File: config.mk
export PLATFORM = sky130hd
export DESIGN_NAME = staged_reset_seq
export DESIGN_NICKNAME = d
export VERILOG_FILES = /design/src/rtl/rstseq_pkg.sv /design/src/rtl/rstseq_sync.sv /design/src/rtl/rstseq_filter.sv /design/src/rtl/rstseq_timer.sv /design/src/rtl/staged_reset_seq.sv
export SDC_FILE = /design/constraint.sdc
export NUM_CORES = 1
export LEC_CHECK = 0
export BUFFER_PORTS_ARGS = -buffer_cell sky130_fd_sc_hd__clkbuf_2
export CAP_MARGIN = 10
export CORE_MARGIN = 8
export CORE_UTILIZATION = 35
export CTS_BUF_LIST = sky130_fd_sc_hd__clkbuf_2 sky130_fd_sc_hd__clkbuf_4 sky130_fd_sc_hd__clkbuf_8
export CTS_CLUSTER_SIZE = 16
export DETAILED_ROUTE_END_ITERATION = 6
export GPL_TIMING_DRIVEN = 0
export SETUP_SLACK_MARGIN = 0.15
export SLEW_MARGIN = 20
export SYNTH_ARGS = -nofsm -noshare
export SYNTH_HDL_FRONTEND = slang
export SYNTH_SLANG_ARGS = --single-unit
export TNS_END_PERCENT = 30
File: constraint.sdc
create_clock -name clk -period 2.9 [get_ports clk]
set_input_delay 0.145 -clock clk [delete_from_list [all_inputs] [get_ports clk]]
set_output_delay 0.145 -clock clk [all_outputs]
set_load 0.01 [all_outputs]
File: src/rtl/rstseq_pkg.sv
package rstseq_pkg;

    typedef enum logic [2:0] {
        SQ_IDLE      = 3'd0,
        SQ_ARM       = 3'd1,
        SQ_HELD      = 3'd2,
        SQ_PIN_WAIT  = 3'd3,
        SQ_CORE_WAIT = 3'd4
    } seq_state_t;

    function automatic int max3(input int a, input int b, input int c);
        int m;
        m = (a > b) ? a : b;
        return (m > c) ? m : c;
    endfunction

endpackage

File: src/rtl/rstseq_sync.sv
module rstseq_sync (
    input  logic clk,
    input  logic async_in,
    output logic sync_out
);
    // Power-up value 0 reads as "reset present" until the pin is sampled.
    logic stage1 = 1'b0;
    logic stage2 = 1'b0;

    always_ff @(posedge clk) begin
        stage1 <= async_in;
        stage2 <= stage1;
    end

    assign sync_out = stage2;
endmodule

File: src/rtl/rstseq_filter.sv
module rstseq_filter #(
    parameter int FILT_CYC = 50
) (
    input  logic clk,
    input  logic pin_sync,
    output logic rst_qual
);
    localparam int CW = $clog2(FILT_CYC + 1);
    localparam logic [CW-1:0] RUN_MAX = CW'(FILT_CYC);
    localparam logic [CW-1:0] RUN_LAST = CW'(FILT_CYC - 1);

    // The counter starts saturated so that power-up reads as a qualified reset.
    logic [CW-1:0] low_run = RUN_MAX;
    logic          qual_q  = 1'b1;

    always_ff @(posedge clk) begin
        if (pin_sync) begin
            low_run <= '0;
            qual_q  <= 1'b0;
        end else if (low_run != RUN_MAX) begin
            low_run <= low_run + 1'b1;
            qual_q  <= (low_run == RUN_LAST);
        end else begin
            qual_q  <= 1'b1;
        end
    end

    assign rst_qual = qual_q;
endmodule

File: src/rtl/rstseq_timer.sv
module rstseq_timer #(
    parameter int W = 5
) (
    input  logic         clk,
    input  logic         restart,
    output logic [W-1:0] count
);
    logic [W-1:0] cnt_q = '0;

    always_ff @(posedge clk) begin
        if (restart) begin
            cnt_q <= '0;
        end else if (cnt_q != {W{1'b1}}) begin
            cnt_q <= cnt_q + 1'b1;
        end
    end

    assign count = cnt_q;
endmodule

File: src/rtl/staged_reset_seq.sv
module staged_reset_seq #(
    parameter int FILT_CYC     = 50,
    parameter int ASSERT_DLY   = 9,
    parameter int PIN_REL_DLY  = 17,
    parameter int CORE_REL_DLY = 15
) (
    input  logic clk,
    input  logic rst_pin_n,
    output logic pin_reset,
    output logic bus_hold_req,
    output logic core_reset
);
    import rstseq_pkg::*;

    // Sync (2) plus filter (1) plus state register (1) precede the pin-wait count.
    localparam int PIN_WAIT_CYC = PIN_REL_DLY - 4;
    localparam int TW = $clog2(max3(ASSERT_DLY, PIN_WAIT_CYC, CORE_REL_DLY) + 1);
    localparam logic [TW-1:0] ARM_LAST  = TW'(ASSERT_DLY - 1);
    localparam logic [TW-1:0] PIN_LAST  = TW'(PIN_WAIT_CYC - 1);
    localparam logic [TW-1:0] CORE_LAST = TW'(CORE_REL_DLY - 1);

    logic          pin_sync;
    logic          rst_qual;
    logic [TW-1:0] tcount;
    logic          restart;

    seq_state_t state = SQ_HELD;
    seq_state_t nxt;

    logic pin_q  = 1'b1;
    logic hold_q = 1'b1;
    logic core_q = 1'b1;

    rstseq_sync u_sync (
        .clk      (clk),
        .async_in (rst_pin_n),
        .sync_out (pin_sync)
    );

    rstseq_filter #(.FILT_CYC(FILT_CYC)) u_filter (
        .clk      (clk),
        .pin_sync (pin_sync),
        .rst_qual (rst_qual)
    );

    rstseq_timer #(.W(TW)) u_timer (
        .clk     (clk),
        .restart (restart),
        .count   (tcount)
    );

    // Next-state logic: named transitions.
    always_comb begin
        nxt = state;
        unique case (state)
            SQ_IDLE: begin
                if (rst_qual) nxt = SQ_ARM;                  // qualify
            end
            SQ_ARM: begin
                if (tcount == ARM_LAST) nxt = SQ_HELD;       // arm-done
            end
            SQ_HELD: begin
                if (!rst_qual) nxt = SQ_PIN_WAIT;            // release
            end
            SQ_PIN_WAIT: begin
                if (rst_qual) nxt = SQ_HELD;                 // re-qualify
                else if (tcount == PIN_LAST) nxt = SQ_CORE_WAIT; // pin-done
            end
            SQ_CORE_WAIT: begin
                if (rst_qual) nxt = SQ_HELD;                 // re-qualify
                else if (tcount == CORE_LAST) nxt = SQ_IDLE; // core-done
            end
            default: nxt = SQ_HELD;
        endcase
    end

    assign restart = (nxt != state);

    // State register.
    always_ff @(posedge clk) begin
        state <= nxt;
    end

    // Output registers, loaded from the next state so they match the state register.
    always_ff @(posedge clk) begin
        pin_q  <= (nxt == SQ_ARM) || (nxt == SQ_HELD) || (nxt == SQ_PIN_WAIT);
        hold_q <= (nxt == SQ_ARM) || (nxt == SQ_HELD) || (nxt == SQ_PIN_WAIT);
        core_q <= (nxt == SQ_HELD) || (nxt == SQ_PIN_WAIT) || (nxt == SQ_CORE_WAIT);
    end

    assign pin_reset    = pin_q;
    assign bus_hold_req = hold_q;
    assign core_reset   = core_q;
endmodule

==> metrics.md <==
| Metric | Value |
|---|---|
| Status | completed |
| Clock power share | 17.7% |
| Die Y | 67.89 µm |
| Synth cell count leaders | dfxtp_1, nor2_1, ha_1, inv_1, a21oi_1 |
| FMAX | 0.6226 GHz |
| Most common cell in the netlist | dfxtp_1 |
| Area growth syn-to-layout | 11.15% |
| Detailed Routing Iterations Pass 1 | 4 |
| Register area share after synthesis | 38.25% |
| Clk_skew | 0.003313 ns |
| ANT nets after route | 0 |
| Post-Layout Cell Count | 135 |
| Synth Instances | 95 |
| DR vias | 654 |
| Clock sink count | 18 |
| Max Cap Viol | 0 |
| Core Area | 2663 µm² |
| Setup TNS | 0 ns |
| Worst Reg2Reg Path Length in Cells | 6 |
| H-tree depth | 1 |
| Die width | 67.89 µm |
| TritonCTS clock tree | built |
| CP peak stage delay | 0.40 ns |
| Clock Root Buffer | clkbuf_4 |
| Dpl cell area | 1001 µm² |
| DR DRC count | 0 |
| Clock Latency Late Sink | 0.30 ns |
| Main area contributors after synthesis | dfxtp_1, ha_1, nor2_1 |
| CP dominant cell by count | o311ai_4 |
| Die Area | 4608 µm² |
| Initial core utilization | 35.39% |
| First DRT Iteration DRCs | 44 |
| Global-route wire length before repair | 2.704 mm |
| Avg Cell Area, Syn | 9.917 µm² |
| Sequential share of power | 37.6% |
| Total setup buffers inserted after CTS | 0 |
| Crit-path cells | inv_1 > ha_1 > and3_4 > o311ai_4 > o311ai_4 > a211oi_2 |
| Antenna violations before repair | 0 |
| Delay-heaviest family, CP | compound AO/OA/AOI/OAI gates |
| Switching Share | 36.67% |
| Worst-path maximum fanout | 4 |
| Syn nets | 103 |
| Final HPWL DP | 1.064 mm |
| Min Hold Slack | 0.3365 ns |
| P_sw | 0.3300 mW |
| Nets@finish | 113 |
| Main synth FF type | dfxtp_1 |
| Placed Cells | 130 |
| Syn. warnings | 0 |
| Power per cell area | 859.3 nW/µm² |
| Share of flip-flops with an asynchronous set or reset | 0% |
| Wirelength per Cell | 10.59 µm |
| Rows | 19 |
| Design Area, Final | 1047 µm² |
| Place WS | 1.313 ns |
| Tightest Hold Check Type | register to register |
| Worst Path Buf+Inv | 1 |
| Clock Pin Slew Worst Setup and Hold Paths | 0.11 ns |
| Worst EP arrival | 1.84 ns |
| Synthesized cell area | 942.2 µm² |
| Period Utilization, post-route | 55.39% |
| Post-synth EDFFs | 0 |
| Top cell type's share of synthesized area | 38.25% |
| Unrepaired setup endpoints after global routing | no |
| Largest net degree at the start of global routing | 11 |
| Ports | 5 |
| Crit path kind | register to register |
| Combinational Power Share | 44.7% |
| GP Congestion | 0.8108 |
| Final hold viol count | 0 |
| Worst setup EP type | register |
| Worst hold path depth | 0 |
| Cts bufs inserted | 3 |
| Number of synthesized register bits | 18 |
| Post-CTS sizing | 0 |
| Diode count | 0 |
| Cell Int Power | 0.5699 mW |
| Worst slew margin | 76.67% |
| Worst IR drop on VDD | 0.4270 mV |
| Vias per Instance | 4.844 |
| # fillers | 269 |
| Layout cells sized above 1 | 21.15% |
| Grt total ovfl | 0 |
| CP required | 3.13 ns |
| Final setup viols | 0 |
| Final Critical Period | 1.606 ns |
| Clock buffer depth | 2 |
| Port bufs | 4 |
| Area leader, netlist | dfxtp_1 |
| Crit path launch type | register |
| Worst slew pin tran | 0.3484 ns |
| Critical path's slowest cell | dfxtp_1 |
| Number of global-route vias before repair | 645 |
| Final WL | 1.430 mm |
| Tot GR Track Use | 7.579% |
| Hold_buf cts | 1 |
| Cell variety after synth | 33 |
| Worst path depth | 6 |
| Worst setup margin | 1.294 ns |
| Max Slew Vio Count | 0 |
| Leakage | 0.4245 nW |
==> sequential cells by signal, indices dropped and copies added, names as in the netlist <==
register	count
bus_hold_req	1
core_reset	1
state	3
u_filter.low_run	6
u_filter.rst_qual	1
u_sync.stage1	1
u_sync.sync_out	1
u_timer.count	4
==> routing by layer <==
layer / GRT usage (%) / vias up / part of all wire [%]
met5: 0 / - / 0
met4: 1.535 / 0 / 0.84
met3: 3.928 / 2 / 5.9
met2: 12.07 / 8 / 44
met1: 8.978 / 302 / 49
li1: - / 342 / -
==> kinds of logic after synthesis <==
kind of cell             Yosys count  share of synthesized area (%)
AO/OA/AOI/OAI                     19                          18.86
XOR/XNOR                           6                          5.578
flip-flops                        18                          38.25
AND/OR/NAND/NOR                   33                          18.59
multiplexers                       1                          1.062
buffers and inverters             12                          9.694
adder cells (fa/ha/maj)            6                          7.968
==> worst register-to-register path: cells and delay by family, from the launching register on <==
family,cells,cell delay [ns]
AO/OA/AOI/OAI,3,0.60
flip-flops,1,0.40
adder cells (fa/ha/maj),1,0.24
AND/OR/NAND/NOR,1,0.21
buffers and inverters,1,0.09
==> path summary, 6_finish.rpt <==
kind / end / slack [ns] / startpoint
max: u_timer.count[3] / 1.29 / u_timer.count[0]
min: u_sync.sync_out / 0.34 / u_sync.stage1
max reg2reg: u_timer.count[3] / 1.29 / u_timer.count[0]
min reg2reg: u_sync.sync_out / 0.34 / u_sync.stage1
==> cell type report <==
class / instances / area [µm²] / area share, %
buffer: 6 / 68.82 / 6.571
clock buffer: 4 / 36.28 / 3.465
inverter: 6 / 22.52 / 2.151
multi-input combinational: 65 / 490.5 / 46.83
sequential: 18 / 360.3 / 34.41
tap: 31 / 38.79 / 3.704
timing repair buffer: 5 / 30.03 / 2.867
==> metrics by stage <==
stage | util, % | power [mW]
after global placement | 37.59 | 0.7363
after detailed placement | 37.59 | 0.7477
after global routing | 39.33 | 0.9787
after floorplan | - | 0.6815
after CTS | 39.33 | 0.9086
final | 39.33 | 0.8999
==> cells in the final DEF (no fill, tap or decap), types with 3 or more instances in the layout <==
master    instances
a21oi_1           5
buf_6             3
clkbuf_2          4
clkbuf_4          3
dfxtp_1          18
ha_1              6
inv_1             6
nand2_1           4
nand3_1           3
nor2_1           15
nor3_1            3
xnor2_1           4
==> power groups by stage <==
stage | logic, mW | registers, mW | clock network [mW]
after detailed placement | 0.403 | 0.344 | 0
after floorplan | 0.341 | 0.340 | 0
after global placement | 0.394 | 0.342 | 0
final | 0.402 | 0.339 | 0.159
after CTS | 0.405 | 0.339 | 0.165
after global routing | 0.454 | 0.344 | 0.180
(Power assumes the default switching activity.)
